**src/rtl/tw_pkg.sv**
```systemverilog
// Shared constants and state types of the two-wire slave engine.
// Assumes byte-wide transfers and a two-byte memory address.
package tw_pkg;
    localparam int BYTE_W    = 8;
    localparam int PTR_W     = 2 * BYTE_W;
    localparam int STRAP_W   = 3;
    localparam int BITCNT_W  = $clog2(BYTE_W);
    localparam logic [3:0] DEV_TYPE = 4'b1010;

    typedef enum logic [2:0] {
        ST_IDLE,
        ST_RX,
        ST_ACK,
        ST_TX,
        ST_MACK,
        ST_MWAIT
    } xfer_st_t;

    typedef enum logic [1:0] {
        PH_SEL,
        PH_AHI,
        PH_ALO,
        PH_DATA
    } rx_ph_t;
endpackage

```
**src/rtl/tw_line_sync.sv**
```systemverilog
// Synchronizes one raw bus line into the system clock domain.
// Assumes the idle bus level is high, so the chain resets to ones.
module tw_line_sync #(
    parameter int STAGES = 2
) (
    input  logic clk,
    input  logic rst_n,
    input  logic d,
    output logic q
);
    logic [STAGES-1:0] chain;

    generate
        if (STAGES == 1) begin : g_single
            // single flop, no metastability margin
            always_ff @(posedge clk) begin
                if (!rst_n) chain <= '1;
                else        chain <= d;
            end
        end else begin : g_chain
            // shift the line through the flop chain
            always_ff @(posedge clk) begin
                if (!rst_n) chain <= '1;
                else        chain <= {chain[STAGES-2:0], d};
            end
        end
    endgenerate

    assign q = chain[STAGES-1];
endmodule

```
**src/rtl/tw_cond_detect.sv**
```systemverilog
// Turns synchronized SCL/SDA into one-cycle bus events:
// SCL edges, start and stop conditions, and the data bit level.
// Assumes both inputs have passed the same synchronizer depth.
module tw_cond_detect (
    input  logic clk,
    input  logic rst_n,
    input  logic scl_s,
    input  logic sda_s,
    output logic scl_rise,
    output logic scl_fall,
    output logic start_det,
    output logic stop_det,
    output logic sda_bit
);
    logic scl_d;
    logic sda_d;

    // keep the previous synchronized levels
    always_ff @(posedge clk) begin
        if (!rst_n) begin
            scl_d <= 1'b1;
            sda_d <= 1'b1;
        end else begin
            scl_d <= scl_s;
            sda_d <= sda_s;
        end
    end

    assign scl_rise  = scl_s & ~scl_d;
    assign scl_fall  = ~scl_s & scl_d;
    assign start_det = scl_s & scl_d & sda_d & ~sda_s;
    assign stop_det  = scl_s & scl_d & ~sda_d & sda_s;
    assign sda_bit   = sda_s;
endmodule

```
**src/rtl/tw_addr_ptr.sv**
```systemverilog
// Memory pointer: loaded from the address phase, stepped after each
// byte sent, and set past the last location the write controller reports.
// Wrap from the top address to zero comes from the counter width.
module tw_addr_ptr #(
    parameter int W = 16
) (
    input  logic         clk,
    input  logic         rst_n,
    input  logic         load_en,
    input  logic [W-1:0] load_val,
    input  logic         inc_en,
    input  logic         upd_en,
    input  logic [W-1:0] upd_val,
    output logic [W-1:0] ptr
);
    // controller report wins, then address load, then step
    always_ff @(posedge clk) begin
        if (!rst_n)       ptr <= '0;
        else if (upd_en)  ptr <= upd_val + W'(1);
        else if (load_en) ptr <= load_val;
        else if (inc_en)  ptr <= ptr + W'(1);
    end
endmodule

```
**src/rtl/tw_xfer_fsm.sv**
```systemverilog
// Bit and byte level transfer engine. Shifts in select, address and
// data bytes on SCL rises, drives ACK and read bits right after SCL
// falls, and samples the master ACK on the ninth rise of a read byte.
// Assumes the event strobes come from tw_cond_detect and rd_data
// follows rd_addr within the same cycle.
module tw_xfer_fsm
    import tw_pkg::*;
(
    input  logic               clk,
    input  logic               rst_n,
    input  logic               scl_rise,
    input  logic               scl_fall,
    input  logic               start_det,
    input  logic               stop_det,
    input  logic               sda_bit,
    input  logic [STRAP_W-1:0] strap_id,
    input  logic               wr_busy,
    input  logic [BYTE_W-1:0]  rd_data,
    output logic               sda_oe,
    output logic               wr_valid,
    output logic [PTR_W-1:0]   wr_addr,
    output logic [BYTE_W-1:0]  wr_data,
    output logic               wr_stop,
    output logic               ptr_load,
    output logic [PTR_W-1:0]   ptr_load_val,
    output logic               ptr_inc
);
    xfer_st_t            st;
    rx_ph_t              ph;
    logic [BITCNT_W-1:0] cnt;
    logic [BYTE_W-1:0]   rx_sh;
    logic [BYTE_W-1:0]   tx_sh;
    logic [BYTE_W-1:0]   hi_q;
    logic [PTR_W-1:0]    base_q;
    logic                got_byte;
    logic                tx_next;
    logic                data_seen;
    logic                sel_match;

    localparam logic [BITCNT_W-1:0] LAST_BIT = BITCNT_W'(BYTE_W - 1);

    // select byte decode: type code, strap, and controller idle
    assign sel_match = (rx_sh[BYTE_W-1 -: 4] == DEV_TYPE)
                    && (rx_sh[STRAP_W:1] == strap_id)
                    && !wr_busy;

    // main transfer state machine
    always_ff @(posedge clk) begin
        if (!rst_n) begin
            st        <= ST_IDLE;
            ph        <= PH_SEL;
            cnt       <= '0;
            rx_sh     <= '0;
            tx_sh     <= '0;
            hi_q      <= '0;
            base_q    <= '0;
            got_byte  <= 1'b0;
            tx_next   <= 1'b0;
            data_seen <= 1'b0;
            sda_oe    <= 1'b0;
            wr_valid  <= 1'b0;
            wr_data   <= '0;
            wr_stop   <= 1'b0;
            ptr_load  <= 1'b0;
            ptr_inc   <= 1'b0;
        end else begin
            wr_valid <= 1'b0;
            wr_stop  <= 1'b0;
            ptr_load <= 1'b0;
            ptr_inc  <= 1'b0;
            if (start_det) begin
                st        <= ST_RX;
                ph        <= PH_SEL;
                cnt       <= '0;
                got_byte  <= 1'b0;
                data_seen <= 1'b0;
                sda_oe    <= 1'b0;
            end else if (stop_det) begin
                st        <= ST_IDLE;
                sda_oe    <= 1'b0;
                wr_stop   <= data_seen;
                data_seen <= 1'b0;
            end else begin
                case (st)
                    ST_RX: begin
                        if (scl_rise) begin
                            rx_sh <= {rx_sh[BYTE_W-2:0], sda_bit};
                            cnt   <= cnt + BITCNT_W'(1);
                            if (cnt == LAST_BIT) got_byte <= 1'b1;
                        end else if (scl_fall && got_byte) begin
                            got_byte <= 1'b0;
                            tx_next  <= 1'b0;
                            case (ph)
                                PH_SEL: begin
                                    if (sel_match) begin
                                        sda_oe  <= 1'b1;
                                        st      <= ST_ACK;
                                        tx_next <= rx_sh[0];
                                        ph      <= PH_AHI;
                                    end else begin
                                        st <= ST_IDLE;
                                    end
                                end
                                PH_AHI: begin
                                    sda_oe <= 1'b1;
                                    st     <= ST_ACK;
                                    hi_q   <= rx_sh;
                                    ph     <= PH_ALO;
                                end
                                PH_ALO: begin
                                    sda_oe   <= 1'b1;
                                    st       <= ST_ACK;
                                    base_q   <= {hi_q, rx_sh};
                                    ptr_load <= 1'b1;
                                    ph       <= PH_DATA;
                                end
                                default: begin
                                    sda_oe    <= 1'b1;
                                    st        <= ST_ACK;
                                    wr_valid  <= 1'b1;
                                    wr_data   <= rx_sh;
                                    data_seen <= 1'b1;
                                end
                            endcase
                        end
                    end
                    ST_ACK: begin
                        if (scl_fall) begin
                            cnt <= '0;
                            if (tx_next) begin
                                tx_sh  <= rd_data;
                                sda_oe <= ~rd_data[BYTE_W-1];
                                st     <= ST_TX;
                            end else begin
                                sda_oe <= 1'b0;
                                st     <= ST_RX;
                            end
                        end
                    end
                    ST_TX: begin
                        if (scl_fall) begin
                            cnt <= cnt + BITCNT_W'(1);
                            if (cnt == LAST_BIT) begin
                                sda_oe  <= 1'b0;
                                ptr_inc <= 1'b1;
                                st      <= ST_MACK;
                            end else begin
                                tx_sh  <= {tx_sh[BYTE_W-2:0], 1'b0};
                                sda_oe <= ~tx_sh[BYTE_W-2];
                            end
                        end
                    end
                    ST_MACK: begin
                        if (scl_rise) st <= sda_bit ? ST_IDLE : ST_MWAIT;
                    end
                    ST_MWAIT: begin
                        if (scl_fall) begin
                            cnt    <= '0;
                            tx_sh  <= rd_data;
                            sda_oe <= ~rd_data[BYTE_W-1];
                            st     <= ST_TX;
                        end
                    end
                    default: ;
                endcase
            end
        end
    end

    assign wr_addr      = base_q;
    assign ptr_load_val = base_q;
endmodule

```
**src/rtl/tw_slave_engine.sv**
```systemverilog
// Top of the two-wire slave protocol engine: line synchronizers,
// bus event detection, transfer state machine and memory pointer.
// Assumes the system clock runs well above the SCL rate.
module tw_slave_engine
    import tw_pkg::*;
#(
    parameter int SYNC_STAGES = 2
) (
    input  logic               clk,
    input  logic               rst_n,
    input  logic               scl_i,
    input  logic               sda_i,
    output logic               sda_oe,
    input  logic [STRAP_W-1:0] strap_id,
    input  logic               wr_busy,
    output logic               wr_valid,
    output logic [PTR_W-1:0]   wr_addr,
    output logic [BYTE_W-1:0]  wr_data,
    output logic               wr_stop,
    output logic [PTR_W-1:0]   rd_addr,
    input  logic [BYTE_W-1:0]  rd_data,
    input  logic               upd_valid,
    input  logic [PTR_W-1:0]   upd_addr
);
    logic scl_s, sda_s;
    logic scl_rise, scl_fall, start_det, stop_det, sda_bit;
    logic ptr_load, ptr_inc;
    logic [PTR_W-1:0] ptr_load_val;

    tw_line_sync #(.STAGES(SYNC_STAGES)) u_scl_sync (
        .clk(clk), .rst_n(rst_n), .d(scl_i), .q(scl_s)
    );

    tw_line_sync #(.STAGES(SYNC_STAGES)) u_sda_sync (
        .clk(clk), .rst_n(rst_n), .d(sda_i), .q(sda_s)
    );

    tw_cond_detect u_detect (
        .clk(clk), .rst_n(rst_n),
        .scl_s(scl_s), .sda_s(sda_s),
        .scl_rise(scl_rise), .scl_fall(scl_fall),
        .start_det(start_det), .stop_det(stop_det),
        .sda_bit(sda_bit)
    );

    tw_xfer_fsm u_fsm (
        .clk(clk), .rst_n(rst_n),
        .scl_rise(scl_rise), .scl_fall(scl_fall),
        .start_det(start_det), .stop_det(stop_det),
        .sda_bit(sda_bit),
        .strap_id(strap_id), .wr_busy(wr_busy),
        .rd_data(rd_data),
        .sda_oe(sda_oe),
        .wr_valid(wr_valid), .wr_addr(wr_addr), .wr_data(wr_data),
        .wr_stop(wr_stop),
        .ptr_load(ptr_load), .ptr_load_val(ptr_load_val),
        .ptr_inc(ptr_inc)
    );

    tw_addr_ptr #(.W(PTR_W)) u_ptr (
        .clk(clk), .rst_n(rst_n),
        .load_en(ptr_load), .load_val(ptr_load_val),
        .inc_en(ptr_inc),
        .upd_en(upd_valid), .upd_val(upd_addr),
        .ptr(rd_addr)
    );
endmodule

```
**config.mk**
```make
export PLATFORM = sky130hd
export DESIGN_NAME = tw_slave_engine
export DESIGN_NICKNAME = d
export VERILOG_FILES = /design/src/rtl/tw_pkg.sv /design/src/rtl/tw_line_sync.sv /design/src/rtl/tw_cond_detect.sv /design/src/rtl/tw_addr_ptr.sv /design/src/rtl/tw_xfer_fsm.sv /design/src/rtl/tw_slave_engine.sv
export SDC_FILE = /design/constraint.sdc
export NUM_CORES = 1
export LEC_CHECK = 0
export ABC_CLOCK_PERIOD_IN_PS = 2700
export BUFFER_PORTS_ARGS = -buffer_cell sky130_fd_sc_hd__buf_2
export CAP_MARGIN = 20
export CELL_PAD_IN_SITES_DETAIL_PLACEMENT = 1
export CELL_PAD_IN_SITES_GLOBAL_PLACEMENT = 1
export CORE_ASPECT_RATIO = 0.5
export CORE_MARGIN = 4
export CORE_UTILIZATION = 45
export CTS_CLUSTER_DIAMETER = 120
export DETAILED_ROUTE_END_ITERATION = 12
export GPL_TIMING_DRIVEN = 0
export PLACE_DENSITY_LB_ADDON = 0.1
export SKIP_LAST_GASP = 1
export SYNTH_ARGS = -nofsm -noshare
export SYNTH_HDL_FRONTEND = slang
export SYNTH_HIERARCHICAL = 1
export SYNTH_SLANG_ARGS = --single-unit
```
**constraint.sdc**
```tcl
create_clock -name clk -period 2.7 [get_ports clk]
set_input_delay 0.54 -clock clk [delete_from_list [all_inputs] [get_ports clk]]
set_output_delay 0.54 -clock clk [all_outputs]
set_load 0.02 [all_outputs]
```
# Word-level counts from Yosys, hierarchy flattened
# Cells that the tools add are included.
[op_classes]
add_sub_neg = 3
mul = 0
div_mod_pow = 0
magnitude_cmp = 0
eq_ne = 31
shifts = 0
muxes = 47
n_bitwise = 22
reduce_logical = 33
[op_table]
columns = ["op", "count"]
rows = [
  ["two-way mux 16 bit", 3],
  ["two-way mux 7 bit", 5],
  ["two-way mux 3 bit", 11],
  ["adder 16 x 1 -> 16 bit, second input constant", 2],
  ["AND reduction 6 bit", 4],
  ["AND reduction 8 bit", 3],
  ["one-hot mux 7 bit (3 select lines)", 1],
  ["!= test 4 x 3 -> 1 bit, second input constant", 5],
  ["two-way mux 1 bit", 19],
  ["!= test 2 x 1 -> 1 bit, second input constant", 9],
  ["NOT 1 bit", 15],
  ["one-hot mux 3 bit (5 select lines)", 1],
  ["AND reduction 4 bit", 3],
  ["nonzero test 3 bit", 4],
  ["AND reduction 5 bit", 2],
  ["== test 3 bit, second input constant", 3],
  ["one-hot mux 3 bit (3 select lines)", 1],
  ["OR reduction 3 bit", 3],
  ["two-way mux 2 bit", 4],
  ["!= test 2 bit, second input constant", 4],
  ["!= test 4 bit, second input constant", 2],
  ["AND 1 bit", 7],
  ["AND reduction 7 bit", 1],
  ["nonzero test 7 bit", 1],
  ["other kinds (19)", 23],
]
[totals]
regBits = 85
latchBits = 0
ram_bits = 0
rom_bits = 0
output_inout_bits = 43
mem_count = 0

# Logic depth before layout (Yosys ltp)
[depth]
depth_word = 10
ltp_mapped = 8
depth_no_buf = 7

# Cells and area by module
# The synthesis kept the hierarchy.
[by_module_without_submodules]
columns = ["module", "n_inst", "cells_per_inst", "area_per_inst_um2", "seq_area_each_um2"]
rows = [
  ["tw_xfer_fsm", 1, 337, 2947.8, 1261.2],
  ["tw_addr_ptr", 1, 185, 1356.3, 320.3],
  ["tw_line_sync", 2, 4, 52.6, 40.0],
  ["tw_cond_detect", 1, 9, 92.6, 40.0],
]

# Worst setup path before layout
# Ideal clock, no wire load.
[synth_path]
path_kind = "register -> register"
start = "register u_ptr.ptr[0]"
end = "register u_ptr.ptr[14]"
arrival_time_ps = 1645
slack_ps = 969
path_stages_with_launch = 7
n_path_buf = 0
path_cell_list = "dfxtp_1 > ha_1 > nand4_1 > nor4_1 > xor2_1 > nor4_1 > a211oi_1"
[synth_between]
elab_chain_cells = 4
[synth_rtl]
columns = ["element", "line", "text"]
rows = [
  ["start, declared", "tw_addr_ptr.sv:14", "output logic [W-1:0] ptr"],
  ["start signal, assigned", "tw_addr_ptr.sv:19", "else if (upd_en) ptr <= upd_val + W'(1);"],
  ["start signal, assigned", "tw_addr_ptr.sv:20", "else if (load_en) ptr <= load_val;"],
  ["start signal, assigned", "tw_addr_ptr.sv:21", "else if (inc_en) ptr <= ptr + W'(1);"],
  ["adder 16 x 1 -> 16 bit", "tw_addr_ptr.sv:21", ""],
  ["two-way mux 16 bit", "tw_addr_ptr.sv:21", ""],
  ["two-way mux 16 bit", "tw_addr_ptr.sv:20", ""],
  ["two-way mux 16 bit", "tw_addr_ptr.sv:19", ""],
]
# No other way between the ends. The select of a mux whose other input is x is not followed.
# A chain may end at the register's enable or synchronous reset.

# Final worst setup path
# Same ends and word-level chain as after synthesis.

==> metrics.cfg <==
[run_status]
outcome=complete, no violations

[floorplanning]
dieHeight_um=78.7
die_w_um=149
io_pins=76
start_util=0.469
dieArea_um2=11800
core_area_um2=9600
num_rows=25

[logic_synthesis]
synth_fp_nets=582
ys_warn_count=6
synth-seq-cells=85
yosysSeqAreaShare=0.378
ys_types=58
synthCells=539
synthFlopType=dfxtp_1
syn-cell-area_um2=4500
syn_area_per_cell_um2=8.35
synth_edf_count=0
async_reset_ff_frac=0

[layout]
final_cell_mix=85 x dfxtp_1, 80 x buf_2, 59 x nand2_1
nNetsFinal=668
syn_to_final_growth_pct=19.1
antenna_cells=0
design_area_um2=5360
finalCoreUtilization=0.558
final_common_cell=dfxtp_1
layout-drive-gt1-share=0.213

[timing]
tns_ns=0
max_slew_margin=0.624
final_hold_viol_count=0
final_max_slew_viol_count=0
rsz0062_at_grt=false
min_period_ns=2.10
tightest_slew_ns=0.560
fin_crit_sh=0.777
fmax_mhz=477
worst_hold_slack_ns=0.378
setup_viol=0
skew_ns=0.00726

[run]
max_cap_viol_count=0

[hold_path]
hold_path_end=u_scl_sync/chain[0]
hp-class=input pin to flop
holdCritStartpoint=scl_i
hold_depth=2

[worst_setup_path]
crit_top_cell=nor4_1
r2r_end=u_ptr/ptr[14]
crit_fanout=8
crit_chain=ha_1 -> nand4_1 -> nor4_1 -> xor2_1 -> nor4_1 -> a211oi_1
cp_slowest_cell=dfxtp_1
slowest_delay_ns=0.54
crit_path_start_kind=flop
end_kind=flop
crit_family=simple AND/OR/NAND/NOR gates
cp.arrival_ns=2.30
reg2reg_from=u_ptr/ptr[0]
cp.required_ns=2.90
r2r_slack_ns=0.60
reg2reg_depth=6
crit_buf_inv=0
worstSetupPathType=flop to flop

[cts]
cts_tree=done
numClockSinks=85
postCtsHoldBufs=0
root_buffer=clkbuf_16
postCtsSetupBuffers=0
clkTransAtPathRegs_ns=0.06
cts_made_buffers=9
cts_buffer_depth=2
cts-resized-gates=0
worstSkewPairLatency_ns=0.34
h-tree-depth=3

[route]
first_pass_iters=4
vias_per_cell=5.38
avgRoutedWirePerCell_um=16.6
first_iter_violations=126
ant_nets=0
vias=4111
wl_um=12700
route.detailed.drc=0

[power]
p_total_w=0.00284
power.density_nw_per_um2=529
ir_drop_mv=0.313
power_leakage_nw=2.27

[global_routing]
grt_overflow=0
antenna_found_initial=0
grt_pass1_wl_um=21200
track_usage=0.225
grt_max_degree=16
grt_pass1_vias=4105

[place]
gp_congestion=0.877
dp.final_hpwl_um=9240
dpl-instance-area_um2=5050
port_buffers=75

sequential cells by signal, indices dropped and copies added, names as in the netlist, 2 cells and up:
| signal | count |
|---|---|
| u_fsm/ph | 2 |
| u_scl_sync/chain | 2 |
| u_fsm/cnt | 3 |
| u_fsm/ptr_load_val | 16 |
| u_fsm/tx_sh | 7 |
| u_fsm/wr_data | 8 |
| u_ptr/ptr | 16 |
| u_fsm/st | 3 |
| u_fsm/hi_q | 8 |
| u_fsm/rx_sh | 8 |
| u_sda_sync/chain | 2 |
final cells by class:
type	count	area, µm²
clock buffer	11	243
clock inverter	4	72.6
buffer	42	254
timing repair buffer	75	375
multi-input combinational	393	2470
fill	1190	4240
inverter	19	71.3
tap	135	169
sequential	85	1700
how the worst max path moves through the flow:
stage                              startpoint                     end  slack, ns  depth (start not counted)
after floorplan                  u_ptr/ptr[0]           u_ptr/ptr[14]       0.97                          6
after global placement                  rst_n          u_fsm/tx_sh[6]       0.57                          5
after detailed placement                rst_n          u_fsm/tx_sh[3]       0.58                          5
after CTS                 u_scl_sync/chain[1]  u_fsm/ptr_load_val[10]       0.68                          8
after global routing      u_scl_sync/chain[1]   u_fsm/ptr_load_val[6]       0.49                          8
final                            u_ptr/ptr[0]           u_ptr/ptr[14]       0.60                          6
synth_stat cells, drive strengths merged, types with 3 or more instances:
| master | n | area, µm² |
|---|---|---|
| a211oi | 4 | 30.0 |
| a21boi | 4 | 30.0 |
| a21oi | 49 | 245 |
| a22oi | 5 | 37.5 |
| and2 | 3 | 18.8 |
| and3 | 4 | 30.0 |
| buf | 27 | 198 |
| clkbuf | 15 | 56.3 |
| dfxtp | 85 | 1700 |
| ha | 10 | 125 |
| inv | 18 | 67.6 |
| mux2 | 6 | 67.6 |
| mux2i | 24 | 240 |
| nand2 | 61 | 234 |
| nand2b | 19 | 119 |
| nand3 | 47 | 240 |
| nand4 | 9 | 71.3 |
| nor2 | 39 | 146 |
| nor2b | 6 | 37.5 |
| nor3 | 11 | 55.1 |
| nor4 | 9 | 62.6 |
| o211ai | 5 | 51.3 |
| o21ai | 20 | 100 |
| o22ai | 3 | 18.8 |
| xnor2 | 13 | 114 |
| xor2 | 18 | 158 |
logic make-up (layout without fill, tap and decap cells):
group                    Yosys count  after routing  synth area share
AND/OR/NAND/NOR                  217            217             0.244
AO/OA/AOI/OAI                    105            105             0.150
flip-flops                        85             85             0.378
buffers and inverters             61            151            0.0723
XOR/XNOR                          31             31            0.0603
multiplexers                      30             30            0.0684
adder cells (fa/ha/maj)           10             10            0.0278
worst register-to-register path, delay by kind of cell (launching register included):
family | cells | cell delay (ns)
adders and majority gates | 1 | 0.29
DFF | 1 | 0.54
AOI/OAI and AO/OA | 1 | 0.09
and+or+nand+nor | 3 | 0.92
xor gates and xnor gates | 1 | 0.13
per-stage QoR:
step,std cells,setup slack [ns]
after floorplan,539,0.969
after CTS,764,0.675
after detailed placement,749,0.576
final,764,0.603
after global routing,764,0.490
after global placement,749,0.571
layer usage:
metal,global-route usage,wire [µm]
met5,0,0
met4,0.0530,158
met3,0.0473,534
met2,0.386,5940
met1,0.291,6050
where the power goes:
group / switching (W) / internal [W]
Clock: 0.000488 / 0.000829
Combinational: 0.000131 / 0.0000819
Sequential: 0.0000311 / 0.00127
Power figures use the tool's default switching activity.
